--- config.mk ---
export PLATFORM = sky130hd
export DESIGN_NAME = sram_strobe_ctrl
export DESIGN_NICKNAME = d
export VERILOG_FILES = /design/src/rtl/sram_ctrl_pkg.sv /design/src/rtl/phase_strobe_map.sv /design/src/rtl/bus_quiet_counter.sv /design/src/rtl/sram_strobe_ctrl.sv
export SDC_FILE = /design/constraint.sdc
export NUM_CORES = 1
export LEC_CHECK = 0
export CAP_MARGIN = 20
export CORE_MARGIN = 4
export CORE_UTILIZATION = 30
export CTS_BUF_LIST = sky130_fd_sc_hd__clkbuf_4
export CTS_CLUSTER_SIZE = 20
export DETAILED_ROUTE_END_ITERATION = 16
export DONT_BUFFER_PORTS = 1
export PLACE_DENSITY = 0.42
export SLEW_MARGIN = 30
export SYNTH_ARGS = -nofsm -noshare
export SYNTH_HDL_FRONTEND = slang
export SYNTH_SLANG_ARGS = --single-unit
--- constraint.sdc ---
create_clock -name clk -period 1.6 [get_ports clk]
set_input_delay 0.16 -clock clk [delete_from_list [all_inputs] [get_ports clk]]
set_output_delay 0.16 -clock clk [all_outputs]
set_load 0.01 [all_outputs]
--- src/rtl/sram_ctrl_pkg.sv ---
package sram_ctrl_pkg;

    typedef enum logic [2:0] {
        PH_IDLE,
        PH_WR_SETUP,
        PH_WR_PULSE,
        PH_WR_HOLD,
        PH_RD_WAIT,
        PH_RD_ACCESS
    } phase_e;

    typedef struct packed {
        logic sel_n;
        logic we_n;
        logic oe_n;
        logic drv;
    } strobe_t;

    localparam strobe_t STROBE_IDLE = '{sel_n: 1'b1, we_n: 1'b1, oe_n: 1'b1, drv: 1'b0};

endpackage

--- src/rtl/phase_strobe_map.sv ---
module phase_strobe_map
    import sram_ctrl_pkg::*;
(
    input  phase_e  phase,
    output strobe_t strb
);

    always_comb begin
        strb = STROBE_IDLE;
        unique case (phase)
            PH_IDLE:      strb = STROBE_IDLE;
            PH_WR_SETUP:  strb = '{sel_n: 1'b0, we_n: 1'b1, oe_n: 1'b1, drv: 1'b0};
            PH_WR_PULSE:  strb = '{sel_n: 1'b0, we_n: 1'b0, oe_n: 1'b1, drv: 1'b1};
            PH_WR_HOLD:   strb = '{sel_n: 1'b0, we_n: 1'b1, oe_n: 1'b1, drv: 1'b1};
            PH_RD_WAIT:   strb = '{sel_n: 1'b0, we_n: 1'b1, oe_n: 1'b1, drv: 1'b0};
            PH_RD_ACCESS: strb = '{sel_n: 1'b0, we_n: 1'b1, oe_n: 1'b0, drv: 1'b0};
            default:      strb = STROBE_IDLE;
        endcase
    end

endmodule

--- src/rtl/bus_quiet_counter.sv ---
module bus_quiet_counter #(
    parameter int LIMIT = 3
) (
    input  logic clk,
    input  logic rst,
    input  logic active,
    output logic quiet
);

    localparam int CW = $clog2(LIMIT + 1);
    localparam logic [CW-1:0] TOP = CW'(LIMIT);

    logic [CW-1:0] cnt_d, cnt_q;

    always_comb begin
        cnt_d = cnt_q;
        if (active) begin
            cnt_d = '0;
        end else if (cnt_q != TOP) begin
            cnt_d = cnt_q + 1'b1;
        end
    end

    always_ff @(posedge clk) begin
        if (rst) begin
            cnt_q <= TOP;
        end else begin
            cnt_q <= cnt_d;
        end
    end

    assign quiet = (cnt_q == TOP);

endmodule

--- src/rtl/sram_strobe_ctrl.sv ---
module sram_strobe_ctrl
    import sram_ctrl_pkg::*;
#(
    parameter int ADDR_W     = 21,
    parameter int DATA_W     = 8,
    parameter int SETUP_CYC  = 1,
    parameter int PULSE_CYC  = 7,
    parameter int HOLD_CYC   = 1,
    parameter int ACCESS_CYC = 7,
    parameter int TURN_CYC   = 3
) (
    input  logic              clk,
    input  logic              rst,
    input  logic              req,
    input  logic              req_we,
    input  logic [ADDR_W-1:0] req_addr,
    input  logic [DATA_W-1:0] req_wdata,
    output logic              busy,
    output logic [DATA_W-1:0] rdata,
    output logic              rdata_valid,
    output logic [ADDR_W-1:0] mem_addr,
    output logic              mem_sel_n,
    output logic              mem_we_n,
    output logic              mem_oe_n,
    output logic [DATA_W-1:0] mem_dq_out,
    output logic              mem_dq_oe,
    input  logic [DATA_W-1:0] mem_dq_in
);

    function automatic int max4(int a, int b, int c, int d);
        int m;
        m = a;
        if (b > m) m = b;
        if (c > m) m = c;
        if (d > m) m = d;
        return m;
    endfunction

    localparam int MAX_CYC = max4(SETUP_CYC, PULSE_CYC, HOLD_CYC, ACCESS_CYC);
    localparam int CNT_W   = $clog2(MAX_CYC + 1);
    localparam logic [CNT_W-1:0] LD_SETUP  = CNT_W'(SETUP_CYC - 1);
    localparam logic [CNT_W-1:0] LD_PULSE  = CNT_W'(PULSE_CYC - 1);
    localparam logic [CNT_W-1:0] LD_HOLD   = CNT_W'(HOLD_CYC - 1);
    localparam logic [CNT_W-1:0] LD_ACCESS = CNT_W'(ACCESS_CYC - 1);
    localparam int LANES = 2;   // lane 0: data driver, lane 1: output enable

    typedef struct packed {
        phase_e            phase;
        logic [CNT_W-1:0]  cnt;
        logic [ADDR_W-1:0] addr;
        logic [DATA_W-1:0] wdata;
        logic [DATA_W-1:0] rdata;
        logic              rvalid;
    } core_t;

    core_t   core_d, core_q;
    strobe_t strb_d, strb_q;
    logic [LANES-1:0] lane_active, lane_quiet;

    // Idle-time tracking for bus turnaround, one counter per lane
    assign lane_active[0] = strb_q.drv;
    assign lane_active[1] = !strb_q.oe_n;

    for (genvar g = 0; g < LANES; g++) begin : g_quiet
        bus_quiet_counter #(.LIMIT(TURN_CYC)) u_quiet (
            .clk    (clk),
            .rst    (rst),
            .active (lane_active[g]),
            .quiet  (lane_quiet[g])
        );
    end

    // Sequencer: every next value of the core state
    always_comb begin
        core_d        = core_q;
        core_d.rvalid = 1'b0;
        unique case (core_q.phase)
            PH_IDLE: begin
                if (req) begin
                    core_d.addr  = req_addr;
                    core_d.wdata = req_wdata;
                    if (req_we) begin
                        core_d.phase = PH_WR_SETUP;
                        core_d.cnt   = LD_SETUP;
                    end else begin
                        core_d.phase = PH_RD_WAIT;
                        core_d.cnt   = '0;
                    end
                end
            end
            PH_WR_SETUP: begin
                if (core_q.cnt != '0) begin
                    core_d.cnt = core_q.cnt - 1'b1;
                end else if (lane_quiet[1]) begin
                    core_d.phase = PH_WR_PULSE;
                    core_d.cnt   = LD_PULSE;
                end
            end
            PH_WR_PULSE: begin
                if (core_q.cnt != '0) begin
                    core_d.cnt = core_q.cnt - 1'b1;
                end else begin
                    core_d.phase = PH_WR_HOLD;
                    core_d.cnt   = LD_HOLD;
                end
            end
            PH_WR_HOLD: begin
                if (core_q.cnt != '0) begin
                    core_d.cnt = core_q.cnt - 1'b1;
                end else begin
                    core_d.phase = PH_IDLE;
                end
            end
            PH_RD_WAIT: begin
                if (lane_quiet[0]) begin
                    core_d.phase = PH_RD_ACCESS;
                    core_d.cnt   = LD_ACCESS;
                end
            end
            PH_RD_ACCESS: begin
                if (core_q.cnt != '0) begin
                    core_d.cnt = core_q.cnt - 1'b1;
                end else begin
                    core_d.rdata  = mem_dq_in;
                    core_d.rvalid = 1'b1;
                    core_d.phase  = PH_IDLE;
                end
            end
            default: core_d.phase = PH_IDLE;
        endcase
    end

    // Strobes are decoded from the next phase and registered, so pins never glitch
    phase_strobe_map u_map (
        .phase (core_d.phase),
        .strb  (strb_d)
    );

    always_ff @(posedge clk) begin
        if (rst) begin
            core_q <= '{phase: PH_IDLE, default: '0};
            strb_q <= STROBE_IDLE;
        end else begin
            core_q <= core_d;
            strb_q <= strb_d;
        end
    end

    assign busy        = (core_q.phase != PH_IDLE);
    assign rdata       = core_q.rdata;
    assign rdata_valid = core_q.rvalid;
    assign mem_addr    = core_q.addr;
    assign mem_dq_out  = core_q.wdata;
    assign mem_sel_n   = strb_q.sel_n;
    assign mem_we_n    = strb_q.we_n;
    assign mem_oe_n    = strb_q.oe_n;
    assign mem_dq_oe   = strb_q.drv;

    // idle means every strobe released and the driver off
    a_r8_idle_released: assert property (@(posedge clk) disable iff (rst)
        (!busy || mem_sel_n) |-> (mem_we_n && mem_oe_n && !mem_dq_oe));

    // write enable only under select, never with output enable
    a_r3_we_under_sel: assert property (@(posedge clk) disable iff (rst)
        !mem_we_n |-> (!mem_sel_n && mem_oe_n));

    // byte driven across the whole pulse
    a_r4_data_in_pulse: assert property (@(posedge clk) disable iff (rst)
        !mem_we_n |-> mem_dq_oe);

    // hold after the terminating edge
    a_r4_hold_after_we: assert property (@(posedge clk) disable iff (rst)
        $rose(mem_we_n) |-> (mem_dq_oe && !mem_sel_n && $stable(mem_addr) && $stable(mem_dq_out)));

    // valid flag lasts one cycle
    a_r6_valid_single: assert property (@(posedge clk) disable iff (rst)
        rdata_valid |=> !rdata_valid);

    // no contention between driver and memory output
    a_r7_no_overlap: assert property (@(posedge clk) disable iff (rst)
        !(mem_dq_oe && !mem_oe_n));

    // output enable falls only after the driver has been quiet
    a_r7_oe_after_quiet: assert property (@(posedge clk) disable iff (rst)
        $fell(mem_oe_n) |-> lane_quiet[0]);

    // driver starts only after output enable has been quiet
    a_r7_drv_after_quiet: assert property (@(posedge clk) disable iff (rst)
        $rose(mem_dq_oe) |-> lane_quiet[1]);

    // address still while select stays low
    a_r9_addr_still: assert property (@(posedge clk) disable iff (rst)
        (!mem_sel_n && $past(!mem_sel_n)) |-> $stable(mem_addr));

endmodule

==> Word level (Yosys, flattened, before mapping) <==
Index checks and enable logic that the tools add are counted.
{ "totals": {"register_bits": 52, "input_bits": 41, "out_inout_bits": 43, "elab_cells": 65} }
{ "classes": {"n_addsub": 3, "n_eq_ne": 19, "n_mux": 18, "n_bitwise": 2, "reduce_logical": 11} }
{ "op_table": {"columns": ["cell", "n"], "rows": [
  ["35-bit 2-to-1 mux", 1],
  ["3-bit one-hot mux with 5 select lines", 2],
  ["3-bit 2-to-1 mux", 6],
  ["6-bit 2-to-1 mux", 3],
  ["4-bit one-hot mux with 4 select lines", 1],
  ["3-bit by 2-bit == test with 1-bit output (second input constant)", 4],
  ["3-bit == test (second input constant)", 4],
  ["2-bit 2-to-1 mux", 4],
  ["3-bit by 1-bit == test with 1-bit output (second input constant)", 2],
  ["2-bit by 1-bit != test with 1-bit output (second input constant)", 3],
  ["2-bit != test (second input constant)", 3],
  ["3-bit nonzero test", 2],
  ["2-bit OR reduction", 3],
  ["5-bit AND reduction", 1],
  ["5-bit nonzero test", 1],
  ["2-bit by 1-bit adder with 2-bit output (second input constant)", 2],
  ["2-bit == test (second input constant)", 2],
  ["2-bit AND reduction", 2],
  ["3-bit zero test", 1],
  ["3-bit by 2-bit != test with 1-bit output (second input constant)", 1],
  ["3-bit by 1-bit subtractor with 3-bit output (second input constant)", 1],
  ["1-bit NOT", 2],
  ["2-bit nonzero test", 1],
  ["1-bit 2-to-1 mux", 1]
]} }

==> Logic depth before layout (Yosys ltp) <==
{ "logic_depth": {"depth_word": 7, "mapped_depth": 6, "depth_no_buf": 6} }

==> Cells and area by module <==
From an unflattened synthesis, not the netlist that was laid out.
{ "hier_totals": {"cells_unflattened": 295, "area_unflattened_um2": 2406.1} }
{ "by_module_without_submodules": {"columns": ["mod", "instances", "cells_per_inst", "area_per_inst_um2", "seq_area_each_um2"], "rows": [
  ["sram_strobe_ctrl", 1, 276, 2198.4, 960.9],
  ["bus_quiet_counter", 2, 7, 86.3, 40.0],
  ["phase_strobe_map", 1, 5, 35.0, 0.0]
]} }

==> Worst setup path after synthesis <==
Ideal clock, no wire load.
{ "synth_path": {"path_type": "reg-to-reg", "start": "register core_q[39] (netlist name)", "end": "register strb_q (netlist bit mem_sel_n)", "setup_ns": 0.115, "t_arrival_ns": 1.463, "required_time_ns": 1.485, "slack_ns": 0.022, "stages_incl_launch_ff": 7, "path_buffers": 0, "period_less_slack_ns": 1.578, "cell_sequence": "dfxtp_1 > inv_1 > ha_1 > nand3b_4 > or3b_4 > a21o_1 > a31o_1"} }
{ "synth_between": {"elab_chain_len": 6, "word_cells_on_any_way": 12, "cone_classes": "5 x eq/ne; 5 x mux; 2 x reduce/logical"} }
{ "synth_rtl": {"columns": ["element", "line_no", "text"], "rows": [
  ["start, declared", "sram_strobe_ctrl.sv:56", "core_t core_d, core_q;"],
  ["start signal, assigned", "sram_strobe_ctrl.sv:144", "core_q <= core_d;"],
  ["3-bit nonzero test (*)", null, null],
  ["3-bit 2-to-1 mux, on equally long branches", null, null],
  ["3-bit one-hot mux with 5 select lines (*)", "sram_strobe_ctrl.sv:77", "unique case (core_q.phase)"],
  ["3-bit by 1-bit == test with 1-bit output / 3-bit == test (equally long branches)", "phase_strobe_map.sv:10", "unique case (phase)"],
  ["2-bit OR reduction (no line)", null, null],
  ["4-bit one-hot mux with 4 select lines (*)", "phase_strobe_map.sv:10", null],
  ["end signal, assigned", "sram_strobe_ctrl.sv:145", "strb_q <= strb_d;"],
  ["end, declared", "sram_strobe_ctrl.sv:57", "strobe_t strb_d, strb_q;"]
]} }
Every way passes the cells marked *; elsewhere a longest branch is shown, timed or not.
A chain may end at the register's enable or synchronous reset.

==> Worst setup path after layout <==
Ends and elaborated chain as after synthesis.

==> impl_metrics.py <==
metrics = {
    "run_status": {
        "status": "finished, final reports clean",
    },
    "floorplan": {
        "die_h_um": 98.0,
        "coreArea_um2": 7810,
        "die_w_um": 98.0,
        "rows": 32,
        "initial_core_util_pct": 31.1,
        "dieArea_um2": 9610,
        "pin_count": 84,
    },
    "cells_and_area": {
        "fin_cells": 391,
        "drive_gt1_share_pct": 16.6,
        "n_antenna_cell": 0,
        "layout.nets": 334,
        "post-route-util_pct": 36.3,
        "syn_to_final_growth_pct": 16.5,
    },
    "power_and_ir_drop": {
        "power_per_cell_area_nw_per_um2": 1510,
        "comb_power_share_pct": 42.4,
        "p_int_w": 0.00266,
        "power_frac_seq_pct": 44.3,
        "power_w": 0.00427,
        "swShare_pct": 37.7,
        "p_sw_w": 0.00161,
        "peakVddDrop_v": 0.000438,
        "clkPwrFrac_pct": 13.3,
        "leakage_nw": 1.04,
    },
    "worst_setup_path": {
        "crit_fanout": 3,
        "cp_slowest_stage_delay_ps": 410,
        "r2r_cells": 6,
        "r2r-start": "core_q[39]",
        "worstSetupPathType": "reg2reg",
        "required_ps": 1870,
        "crit_chain": "inv_1 -> ha_4 -> nand3b_4 -> or3b_4 -> a21o_1 -> a31o_1",
        "crit_family": "simple AND/OR/NAND/NOR gates",
        "startpoint_type": "flop",
        "arrival_ps": 1810,
        "cp-end-kind": "flop",
        "r2r-end": "mem_sel_n",
        "regToRegSetupSlack_ps": 60,
        "crit_slowest_cell": "or3b_4",
        "critPathBufInv": 1,
    },
    "detailed_routing": {
        "routed_wl_um": 5490,
        "wl_per_cell_um": 14.0,
        "drt_first_pass_iters": 3,
        "postRouteAntennaNets": 0,
        "drc": 0,
        "via_count": 1774,
        "drt-initial-drc-count": 64,
        "viasPerCell": 4.54,
    },
    "worst_hold_path": {
        "whs_endpoint": "core_q[39]",
        "min_path_type": "in2reg",
        "min_from": "rst",
        "min_path_cells": 3,
    },
    "sta": {
        "post-route-period-util_pct": 96.2,
        "hold_ws_ps": 33.2,
        "hold_viol_final": 0,
        "relSlewSlack_pct": 79.4,
        "rsz0062_at_grt": "no",
        "slew_violations": 0,
        "skew_ps": 8.14,
        "period_needed_ps": 1540,
        "tns_ps": 0,
        "tightest_slew_ps": 309,
        "max_freq_mhz": 650,
        "setup_violations": 0,
    },
    "grt": {
        "antenna_found_initial": 0,
        "groute.usage.overall_pct": 10.9,
        "grtUsageMet1_pct": 13.6,
        "grt_max_degree": 53,
        "grtUsageMet2_pct": 17.5,
        "first_global_vias": 1711,
        "grtUsageMet3_pct": 4.57,
        "gr-total-overflow": 0,
        "grt_pass1_wl_um": 8550,
        "grt_busiest_layer": "met2",
    },
    "clocking": {
        "cts_root_buffer": "clkbuf_4",
        "clk-insertion-delay-late_ps": 360,
        "htreeDepth": 2,
        "clock_path_buffers": 2,
        "cts_buffers": 5,
        "clock-sinks": 52,
        "tritoncts": "built",
        "clkTransAtPathRegs_ps": 150,
    },
    "synthesis": {
        "async_reset_ff_share_pct": 0,
        "synth_edf_count": 0,
        "syn_area_per_cell_um2": 8.62,
        "synth_flop_cell": "dfxtp_1",
        "syn_inst": 282,
        "netlist_area_um2": 2430,
        "yosysWarnings": 0,
        "synth_nets": 327,
        "yosys_register_bits": 52,
        "ys_types": 43,
        "seq_area_frac_synth_pct": 42.8,
    },
    "placement": {
        "gp_congestion": 0.787,
        "portBuffers": 0,
        "dpl.hpwl_um": 3640,
        "dp.cells": 344,
    },
    "flow_run": {
        "cap_violations": 0,
    },
}
-- state kept, by name, indices dropped and copies added, names as in the netlist --
signal	cells
mem_we_n	1
mem_addr	21
g_quiet.u_quiet.cnt_q	4
mem_sel_n	1
mem_dq_out	8
rdata	8
mem_oe_n	1
rdata_valid	1
core_q	6
mem_dq_oe	1
-- logic make-up (layout without fill, tap and decap cells) --
kind of cell / Yosys count / count (layout) / synth area share, %
adder cells (fa/ha/maj): 4 / 4 / 2.06
buffers and inverters: 59 / 66 / 16.0
flip-flops: 52 / 52 / 42.8
AND/OR/NAND/NOR: 95 / 95 / 18.2
AO/OA/AOI/OAI: 59 / 59 / 15.6
XOR/XNOR: 2 / 2 / 0.721
multiplexers: 11 / 11 / 4.58
-- cell type report --
class | instances | area (um^2)
well taps | 102 | 128
multi-input cells | 171 | 1060
fillers | 788 | 4980
flip-flops and latches | 52 | 1050
clock inverters | 2 | 12.5
inverters | 4 | 15.0
repair buffers | 55 | 536
clock buffers | 5 | 37.5
-- worst reg2reg max path, stage by stage, from the launching register on --
cell and delay, ps:
dfxtp_1 330, inv_1 100, ha_4 160, nand3b_4 70, or3b_4 410, a21o_1 170, a31o_1 200
-- cell usage after synthesis, drive strengths merged (2+ instances only) --
| library cell | n | area share [%] |
|---|---|---|
| a2bb2oi | 3 | 1.1 |
| or3b | 2 | 0.82 |
| clkbuf | 10 | 1.5 |
| nor2b | 3 | 0.77 |
| dfxtp | 52 | 43 |
| a21oi | 34 | 7.0 |
| inv | 4 | 0.62 |
| nor2 | 12 | 2.2 |
| nand2b | 4 | 1.0 |
| o211ai | 3 | 0.93 |
| nor3 | 2 | 0.62 |
| o21bai | 3 | 0.93 |
| o32ai | 2 | 1.0 |
| mux2i | 10 | 4.1 |
| a211oi | 4 | 1.4 |
| a21o | 3 | 0.93 |
| or3 | 2 | 0.51 |
| ha | 4 | 2.1 |
| nand2 | 64 | 9.9 |
| buf | 45 | 14 |
-- how the worst max path moves through the flow --
| stage | startpoint | to | cells past startpoint |
|---|---|---|---|
| after floorplan | core_q[39] | mem_sel_n | 6 |
| after global placement | core_q[38] | core_q[39] | 7 |
| after detailed placement | core_q[43] | mem_addr[5] | 6 |
| after CTS | core_q[42] | mem_addr[5] | 4 |
| after global routing | core_q[42] | mem_addr[19] | 4 |
| final | core_q[39] | mem_sel_n | 6 |
-- timing repair --
item | CTS | global route
endpoints found under the hold margin | 51 | 51
pin swaps | 0 | 2
resized for setup | 8 | 12
setup buffers | 0 | 1
setup endpoints to repair | 27 | 44
-- cell usage in the layout, fill, tap and decap left out, drive strengths merged, types with 2 or more instances in the layout --
master / n
nand2: 64
or3b: 2
nor2: 12
buf: 17
nor3: 2
a2bb2oi: 3
nor2b: 3
clkbuf: 5
mux2i: 10
a21oi: 34
a211oi: 4
or3: 2
a21o: 3
o211ai: 3
dfxtp: 52
o32ai: 2
inv: 4
ha: 4
dlygate4sd3: 38
o21bai: 3
nand2b: 4
-- metal layers --
metal  part of all wire, %  wire, um  vias up
met5                     0         0        -
met4                   1.1        60        0
met3                   9.3       509        6
met2                    46      2510       70
met1                    44      2410      789
li1                      -         -      909
-- power groups by stage --
stage | clock, W | combinational (W) | sequential, W
floorplan | 0 | 0.00153 | 0.00171
global placement | 0 | 0.00156 | 0.00190
detailed placement | 0 | 0.00157 | 0.00190
CTS | 0.000618 | 0.00162 | 0.00188
global route | 0.000655 | 0.00205 | 0.00193
finish | 0.000569 | 0.00181 | 0.00189
-- stage by stage --
step / worst slack, ps / cell area, um^2
floorplan: 21.7 / 2430
global placement: -19.5 / 2300
detailed placement: -9.91 / 2300
CTS: 0.756 / 2370
global route: 1.25 / 2830
finish: 61.2 / 2830
No activity file was read; power rests on OpenSTA's default activity.
